<file path="config.mk">
export PLATFORM = sky130hd
export DESIGN_NAME = interval_timer_unit
export DESIGN_NICKNAME = d
export VERILOG_FILES = /design/src/rtl/itu_pkg.sv /design/src/rtl/itu_prescaler.sv /design/src/rtl/itu_timer.sv /design/src/rtl/itu_busy.sv /design/src/rtl/interval_timer_unit.sv
export SDC_FILE = /design/constraint.sdc
export NUM_CORES = 1
export LEC_CHECK = 0
export BUFFER_PORTS_ARGS = -buffer_cell sky130_fd_sc_hd__buf_4
export CELL_PAD_IN_SITES_DETAIL_PLACEMENT = 2
export CELL_PAD_IN_SITES_GLOBAL_PLACEMENT = 2
export CORE_ASPECT_RATIO = 0.8
export CORE_MARGIN = 1.5
export CORE_UTILIZATION = 30
export CTS_CLUSTER_SIZE = 24
export DETAILED_ROUTE_END_ITERATION = 8
export GPL_TIMING_DRIVEN = 0
export PLACE_DENSITY = 0.72
export SLEW_MARGIN = 20
export SYNTH_ARGS = -nofsm -noshare
export SYNTH_HDL_FRONTEND = slang
export SYNTH_SLANG_ARGS = --single-unit
export TNS_END_PERCENT = 30
</file>
<file path="constraint.sdc">
create_clock -name clk_i -period 2.1 [get_ports clk_i]
set_input_delay 0.21 -clock clk_i [delete_from_list [all_inputs] [get_ports clk_i]]
set_output_delay 0.21 -clock clk_i [all_outputs]
set_load 0.1 [all_outputs]
</file>
<file path="src/rtl/itu_pkg.sv">
`timescale 1ns/1ps
package itu_pkg;
  localparam logic [7:0] ADDR_TA_HI = 8'h24;
  localparam logic [7:0] ADDR_TA_LO = 8'h25;
  localparam logic [7:0] ADDR_TB    = 8'h26;
  localparam logic [7:0] ADDR_CTRL  = 8'h27;

  localparam int CTRL_CLR_A = 4;
  localparam int CTRL_CLR_B = 5;

  typedef struct packed {
    logic flg_b;
    logic flg_a;
    logic run_b;
    logic run_a;
  } ctrl_t;
endpackage

</file>
<file path="src/rtl/itu_prescaler.sv">
`timescale 1ns/1ps
module itu_prescaler #(
  parameter int unsigned PRE_A = 144,
  parameter int unsigned B_DIV = 16
) (
  input  logic clk_i,
  input  logic rst_ni,
  input  logic cyc_en_i,
  output logic tick_a_o,
  output logic tick_b_o
);
  localparam int unsigned PW = (PRE_A > 1) ? $clog2(PRE_A) : 1;
  localparam int unsigned BW = (B_DIV > 1) ? $clog2(B_DIV) : 1;
  localparam logic [PW-1:0] PRE_LAST = PW'(PRE_A - 1);
  localparam logic [BW-1:0] DIV_LAST = BW'(B_DIV - 1);

  logic [PW-1:0] pre_q;
  logic [BW-1:0] sub_q;

  assign tick_a_o = cyc_en_i && (pre_q == '0);
  assign tick_b_o = tick_a_o && (sub_q == '0);

  always_ff @(posedge clk_i or negedge rst_ni) begin
    if (!rst_ni) begin
      pre_q <= '0;
      sub_q <= '0;
    end else begin
      if (cyc_en_i) pre_q <= (pre_q == PRE_LAST) ? '0 : pre_q + 1'b1;
      if (tick_a_o) sub_q <= (sub_q == DIV_LAST) ? '0 : sub_q + 1'b1;
    end
  end

  a_r5_pre_range: assert property (@(posedge clk_i) disable iff (!rst_ni)
    pre_q <= PRE_LAST);
  a_r6_sub_range: assert property (@(posedge clk_i) disable iff (!rst_ni)
    sub_q <= DIV_LAST);
  generate
    if (PRE_A > 1) begin : g_gap
      a_r5_slot_gap: assert property (@(posedge clk_i) disable iff (!rst_ni)
        tick_a_o |=> !tick_a_o);
    end
  endgenerate
endmodule

</file>
<file path="src/rtl/itu_timer.sv">
`timescale 1ns/1ps
module itu_timer #(
  parameter int unsigned W = 10
) (
  input  logic         clk_i,
  input  logic         rst_ni,
  input  logic         upd_i,
  input  logic [W-1:0] load_i,
  output logic         expire_o
);
  logic [W-1:0] cnt_q;

  assign expire_o = upd_i && (cnt_q == '0);

  always_ff @(posedge clk_i or negedge rst_ni) begin
    if (!rst_ni)    cnt_q <= '0;
    else if (upd_i) cnt_q <= (cnt_q == '0) ? load_i : cnt_q - 1'b1;
  end

  a_r5_reload: assert property (@(posedge clk_i) disable iff (!rst_ni)
    (upd_i && cnt_q == '0) |=> cnt_q == $past(load_i));
  a_r5_decrement: assert property (@(posedge clk_i) disable iff (!rst_ni)
    (upd_i && cnt_q != '0) |=> cnt_q == $past(cnt_q) - 1'b1);
  a_r5_hold: assert property (@(posedge clk_i) disable iff (!rst_ni)
    !upd_i |=> $stable(cnt_q));
endmodule

</file>
<file path="src/rtl/itu_busy.sv">
`timescale 1ns/1ps
module itu_busy #(
  parameter int unsigned HOLD = 17
) (
  input  logic clk_i,
  input  logic rst_ni,
  input  logic wr_i,
  input  logic cyc_en_i,
  output logic busy_o
);
  localparam int unsigned CW = $clog2(HOLD + 1);
  localparam logic [CW-1:0] HOLD_V = CW'(HOLD);

  logic [CW-1:0] cnt_q;

  assign busy_o = (cnt_q != '0);

  always_ff @(posedge clk_i or negedge rst_ni) begin
    if (!rst_ni)                      cnt_q <= '0;
    else if (wr_i)                    cnt_q <= HOLD_V;
    else if (cyc_en_i && busy_o)      cnt_q <= cnt_q - 1'b1;
  end

  a_r9_set: assert property (@(posedge clk_i) disable iff (!rst_ni)
    wr_i |=> busy_o);
  a_r9_range: assert property (@(posedge clk_i) disable iff (!rst_ni)
    cnt_q <= HOLD_V);
  a_r9_frozen: assert property (@(posedge clk_i) disable iff (!rst_ni)
    (!wr_i && !cyc_en_i) |=> $stable(cnt_q));
endmodule

</file>
<file path="src/rtl/interval_timer_unit.sv">
`timescale 1ns/1ps
module interval_timer_unit
  import itu_pkg::*;
#(
  parameter int unsigned TA_W      = 10,
  parameter int unsigned TB_W      = 8,
  parameter int unsigned TA_PERIOD = 144,
  parameter int unsigned TB_DIV    = 16,
  parameter int unsigned BUSY_HOLD = 17
) (
  input  logic       clk_i,
  input  logic       rst_ni,
  input  logic       cyc_en_i,
  input  logic       wr_en_i,
  input  logic [7:0] wr_addr_i,
  input  logic [7:0] wr_data_i,
  output logic [7:0] status_o
);
  localparam int unsigned LO_W = TA_W - 8;

  logic [7:0]      ta_hi_q;
  logic [LO_W-1:0] ta_lo_q;
  logic [TB_W-1:0] tb_load_q;
  ctrl_t           ctrl_q;
  logic            flag_a_q, flag_b_q;

  logic tick_a, tick_b, upd_a, upd_b, exp_a, exp_b, busy;
  logic sel_hi, sel_lo, sel_tb, sel_ctrl, clr_a, clr_b;

  assign sel_hi   = wr_en_i && (wr_addr_i == ADDR_TA_HI);
  assign sel_lo   = wr_en_i && (wr_addr_i == ADDR_TA_LO);
  assign sel_tb   = wr_en_i && (wr_addr_i == ADDR_TB);
  assign sel_ctrl = wr_en_i && (wr_addr_i == ADDR_CTRL);
  assign clr_a    = sel_ctrl && wr_data_i[CTRL_CLR_A];
  assign clr_b    = sel_ctrl && wr_data_i[CTRL_CLR_B];

  always_ff @(posedge clk_i or negedge rst_ni) begin
    if (!rst_ni) begin
      ta_hi_q   <= '0;
      ta_lo_q   <= '0;
      tb_load_q <= '0;
      ctrl_q    <= '0;
    end else begin
      if (sel_hi)   ta_hi_q   <= wr_data_i;
      if (sel_lo)   ta_lo_q   <= wr_data_i[LO_W-1:0];
      if (sel_tb)   tb_load_q <= wr_data_i[TB_W-1:0];
      if (sel_ctrl) ctrl_q    <= ctrl_t'(wr_data_i[3:0]);
    end
  end

  itu_prescaler #(.PRE_A(TA_PERIOD), .B_DIV(TB_DIV)) u_pre (
    .clk_i, .rst_ni, .cyc_en_i,
    .tick_a_o(tick_a), .tick_b_o(tick_b)
  );

  // timer B sits inside timer A's gated update step
  assign upd_a = tick_a && ctrl_q.run_a;
  assign upd_b = tick_b && ctrl_q.run_a && ctrl_q.run_b;

  itu_timer #(.W(TA_W)) u_ta (
    .clk_i, .rst_ni, .upd_i(upd_a), .load_i({ta_hi_q, ta_lo_q}), .expire_o(exp_a)
  );

  itu_timer #(.W(TB_W)) u_tb (
    .clk_i, .rst_ni, .upd_i(upd_b), .load_i(tb_load_q), .expire_o(exp_b)
  );

  itu_busy #(.HOLD(BUSY_HOLD)) u_busy (
    .clk_i, .rst_ni, .wr_i(wr_en_i), .cyc_en_i, .busy_o(busy)
  );

  // set beats clear on a coinciding clock
  always_ff @(posedge clk_i or negedge rst_ni) begin
    if (!rst_ni) begin
      flag_a_q <= 1'b0;
      flag_b_q <= 1'b0;
    end else begin
      if (exp_a && ctrl_q.flg_a) flag_a_q <= 1'b1;
      else if (clr_a)            flag_a_q <= 1'b0;
      if (exp_b && ctrl_q.flg_b) flag_b_q <= 1'b1;
      else if (clr_b)            flag_b_q <= 1'b0;
    end
  end

  assign status_o = {busy, 5'b0, flag_b_q, flag_a_q};

  a_r7_sticky_a: assert property (@(posedge clk_i) disable iff (!rst_ni)
    (flag_a_q && !sel_ctrl) |=> flag_a_q);
  a_r7_sticky_b: assert property (@(posedge clk_i) disable iff (!rst_ni)
    (flag_b_q && !sel_ctrl) |=> flag_b_q);
  a_r7_gate_a: assert property (@(posedge clk_i) disable iff (!rst_ni)
    (!ctrl_q.flg_a && !flag_a_q) |=> !flag_a_q);
  a_r6_gate_b: assert property (@(posedge clk_i) disable iff (!rst_ni)
    (!ctrl_q.run_a && !flag_b_q) |=> !flag_b_q);
  a_r10_other_addr: assert property (@(posedge clk_i) disable iff (!rst_ni)
    (wr_en_i && !(sel_hi || sel_lo || sel_tb || sel_ctrl)) |=> $stable(ctrl_q));
endmodule

</file>
==> results.txt <==
----------------------------------------------------
[Status]
  Outcome ... complete, but fails checks
  Failing checks ... hold timing

[Routing]
  DRC Markers ... 0
  Via count of the routed design ... ~2400
  Number of optimization iterations in the first detailed-route pass ... 4
  Antenna-violating nets left ... 0
  Post-detailed-route via-to-cell ratio ... between 5 and 6
  Detailed-routed wire length on met2 ... 3760 um
  Met1 wire length ... ~3900 um
  Max Used Layer ... met4
  DRC violation total after the first TritonRoute iteration ... just over 100
  WL per Instance ... about 17 um
  Sum of routed wire length over all layers ... 8040 um
  Wire length on met3 ... approximately 260 um

[Place]
  I/O Buffers ... 22
  Final Wtd Congestion ... around 0.76
  HPWL Detailed ... between 5000 and 6000 um

[STA]
  Relative slew slack ... 0.479
  Final hold slack ... -41.5 ps
  Setup TNS ... 0 ps
  Number of max-slew violations in the final report ... 0
  Highest achievable clock rate ... between 400 and 500 MHz
  Final setup skew ... 4.79 ps
  Final cycle utilization of the critical path ... 0.962
  Final setup violation count ... 0
  Minimum period implied by the final worst setup slack ... approximately 2000 ps
  Slew at the pin with the worst max-slew slack ... around 780 ps
  Setup repair after global routing missed its margin ... true
  Final hold violations ... between 50 and 60

[Logic synthesis]
  Cell with the most instances after synthesis ... sky130_fd_sc_hd__dfrtp_1
  Post-synthesis async set-or-reset flop share ... 1.00
  Avg Cell Area, Syn ... approximately 10 um2
  Number of synthesized flops with an enable pin ... 0
  Area share of the largest cell type after synthesis ... 0.484
  Number of standard cells after synthesis ... 297
  Unique cell type count in the Yosys netlist ... 51
  Warning count from the yosys run ... 0
  Top cells by instance count after synthesis ... 59 x sky130_fd_sc_hd__dfrtp_1, 24 x sky130_fd_sc_hd__o21ai_0, 21 x sky130_fd_sc_hd__nand2_1, 20 x sky130_fd_sc_hd__mux2_2, 19 x sky130_fd_sc_hd__inv_1
  Cell type with the highest aggregate area in the netlist ... sky130_fd_sc_hd__dfrtp_1
  Top post-synthesis cells by area ... sky130_fd_sc_hd__dfrtp_1 48%, sky130_fd_sc_hd__mux2_2 7.4%, sky130_fd_sc_hd__ha_1 4.1%, sky130_fd_sc_hd__o21ai_0 3.9%, sky130_fd_sc_hd__nand2_1 2.6%
  Post-synthesis sequential area ratio ... 0.484
  Synth Register Bits ... a little under 60
  Ys flop type ... sky130_fd_sc_hd__dfrtp_1
  Synth Cell Area ... between 3000 and 4000 um2

[Setup path]
  Path type of the worst setup path ... reg2out
  Worst-case reg-to-reg path depth ... 6
  Arrival time worst endpoint ... approximately 1800 ps
  Category of the worst setup path launch point ... flop
  Kind of end point of the critical path ... output port
  R2R setup slack ... 90 ps
  Reg-to-reg startpoint ... u_tb.cnt_q[0]$_DFFE_PN0P_
  Critical Path Fanout Max ... 8
  Worst reg2reg path endpoint ... u_tb.cnt_q[5]$_DFFE_PN0P_
  Data required time of the critical path ... roughly 1900 ps

[Clocking]
  CTS buffer count ... 9
  Clock tree from TritonCTS ... built
  CTS H-tree lvls ... 3
  Clock slew seen by the registers of the worst setup and hold paths ... about 50 ps
  Max Buffers Root-to-Sink ... 2
  Number of clock sinks seen by CTS ... 59
  Clock Latency Late Sink ... ~330 ps
  CTS Root Cell ... sky130_fd_sc_hd__clkbuf_16

[GRT]
  Overall routing resource usage ... 0.164
  Largest net degree at the start of global routing ... 60
  First-pass GRT wire length ... about 14000 um
  Number of antenna violations at the first check in global routing ... 0
  Number of global-route vias before repair ... ~2600
  Residual overflow from global routing ... 0

[Floorplanning]
  Top-level port count ... 28
  Total core area ... 9770 um2
  Die Span Y ... 93.2 um
  Die span in x ... between 100 and 150 um
  Initial cell density of the core ... 0.312
  DIE AREA ... 10800 um2
  Std-Cell Rows ... 32

[Power and ir drop]
  Clock network fraction of total power ... 0.438
  Final total power ... around 3.3 mW
  Internal power ... approximately 2.4 mW
  PwrDens ... ~900 nW/um2
  Sequential share of power ... 0.425
  Comb pwr share ... 0.136
  Worst vdd rail ir drop ... about 0.00049 V
  Static Leakage ... around 1.7 nW
  Power spent charging and discharging nets ... 0.937 mW
  Switching fraction of total power ... 0.281

[Finish]
  Fraction of layout cells with a size suffix above 1 ... 0.244
  Number of nets in the layout ... approximately 360
  Util after Layout ... 0.380
  Growth of design area from synthesis to finish ... 21.7%
  Number of fill cells in the layout ... approximately 1100
  Antenna fix cells ... 0

[Worst hold path]
  Min-delay worst type ... in2async

[Flow run]
  Max Cap Viol ... 0

----------------------------------------------------
==> final cells by class <==
cell class              instances  area, um2  area share
plain buffers                  13       87.6      0.0236
clock buffers                  11        243      0.0653
clock inverters                 5       52.6      0.0141
inverters                      19       71.3      0.0192
multi-input cells             207       1450       0.389
flip-flops and latches         59       1480       0.397
well taps                     136        170      0.0458
repair buffers                 22        169      0.0455
==> through the flow <==
| step | worst slack [ps] | hold slack (ps) | instances | area [um2] |
|---|---|---|---|---|
| after CTS | 31.6 | 3.06 | 473 | 3700 |
| after global routing | -9.35 | 21.1 | 472 | 3710 |
| final | 80.8 | -41.5 | 472 | 3710 |
| after global placement | 28.1 | 353 | 459 | 3400 |
| after detailed placement | -27.3 | 357 | 459 | 3400 |
| after floorplan | 286 | -85.6 | 301 | 3070 |
==> metal layers <==
metal / track usage / up-vias
li1: - / 1128
met1: 0.224 / 1207
met2: 0.255 / 33
met3: 0.0454 / 10
met4: 0.0457 / 0
met5: 0 / -
==> state kept, by name, indices dropped and copies added, names as in the netlist <==
name	count
flag_a_q	1
flag_b_q	1
u_pre.pre_q	8
u_ta.cnt_q	10
u_busy.cnt_q	5
tb_load_q	8
ctrl_q	4
u_tb.cnt_q	8
ta_lo_q	2
u_pre.sub_q	4
ta_hi_q	8
==> worst max-delay path, cell delays in order, from the launching register on <==
cell	delay, ps
sky130_fd_sc_hd__dfrtp_1	400
sky130_fd_sc_hd__inv_1	90
sky130_fd_sc_hd__ha_1	140
sky130_fd_sc_hd__or4b_4	510
sky130_fd_sc_hd__buf_4	170
sky130_fd_sc_hd__buf_6	170
==> timing repair <==
action	CTS	global route
setup buffers	0	0
hold endpoints to repair	0	0
gates resized for setup	5	7
endpoints found under the setup margin	11	18
hold buffers	0	0
pin swaps	1	0
==> worst max-delay path by stage <==
stage                                start                   endpoint  slack, ps
2_1_floorplan    u_tb.cnt_q[0]$_DFFE_PN0P_  u_tb.cnt_q[0]$_DFFE_PN0P_        290
3_3_place_gp    u_pre.pre_q[0]$_DFFE_PN0P_  u_ta.cnt_q[1]$_DFFE_PN0P_         30
3_5_place_dp     u_tb.cnt_q[0]$_DFFE_PN0P_  u_tb.cnt_q[6]$_DFFE_PN0P_        -30
4_1_cts          u_tb.cnt_q[0]$_DFFE_PN0P_  u_tb.cnt_q[5]$_DFFE_PN0P_         30
5_1_grt        u_busy.cnt_q[1]$_DFFE_PN0P_                status_o[7]         -9
6_report       u_busy.cnt_q[1]$_DFFE_PN0P_                status_o[7]         80
==> cell usage in the layout, fill, tap and decap left out, types with 3 or more instances in the layout <==
cell                        count
sky130_fd_sc_hd__dfrtp_1       59
sky130_fd_sc_hd__buf_4         31
sky130_fd_sc_hd__o21ai_0       23
sky130_fd_sc_hd__nand2_1       21
sky130_fd_sc_hd__mux2_2        20
sky130_fd_sc_hd__inv_1         18
sky130_fd_sc_hd__nor3_1        14
sky130_fd_sc_hd__nor2_1        12
sky130_fd_sc_hd__a21oi_1       11
sky130_fd_sc_hd__ha_1           9
sky130_fd_sc_hd__clkbuf_16      9
sky130_fd_sc_hd__nand3_1        7
sky130_fd_sc_hd__xor2_1         6
sky130_fd_sc_hd__nand4_1        5
sky130_fd_sc_hd__a22oi_1        5
sky130_fd_sc_hd__conb_1         5
sky130_fd_sc_hd__xnor2_1        4
sky130_fd_sc_hd__or3_1          4
sky130_fd_sc_hd__o2bb2ai_1      4
sky130_fd_sc_hd__o31ai_1        4
sky130_fd_sc_hd__a211oi_1       3
sky130_fd_sc_hd__clkbuf_1       3
sky130_fd_sc_hd__o22ai_1        3
sky130_fd_sc_hd__and3_1         3
sky130_fd_sc_hd__a2bb2oi_1      3
sky130_fd_sc_hd__clkinv_2       3
==> power groups by stage <==
stage          clock network [mW]  registers, mW  logic, mW
2_1_floorplan                   0           1.39      0.327
3_3_place_gp                    0           1.43      0.438
3_5_place_dp                    0           1.44      0.466
4_1_cts                      1.50           1.42      0.467
5_1_grt                      1.55           1.44      0.528
6_report                     1.46           1.42      0.455
==> logic make-up (layout without fill, tap and decap cells) <==
| group | after synthesis | after routing | share of synthesized area |
|---|---|---|---|
| DFF | 59 | 59 | 0.484 |
| adders and majority gates | 10 | 10 | 0.0410 |
| buffers and inverters | 35 | 70 | 0.0549 |
| other | 1 | 5 | 0.00123 |
| muxes | 20 | 20 | 0.0738 |
| and+or+nand+nor | 93 | 93 | 0.173 |
| xor gates and xnor gates | 10 | 10 | 0.0287 |
| AOI/OAI and AO/OA | 69 | 69 | 0.143 |
No activity file was read; power rests on OpenSTA's default activity.
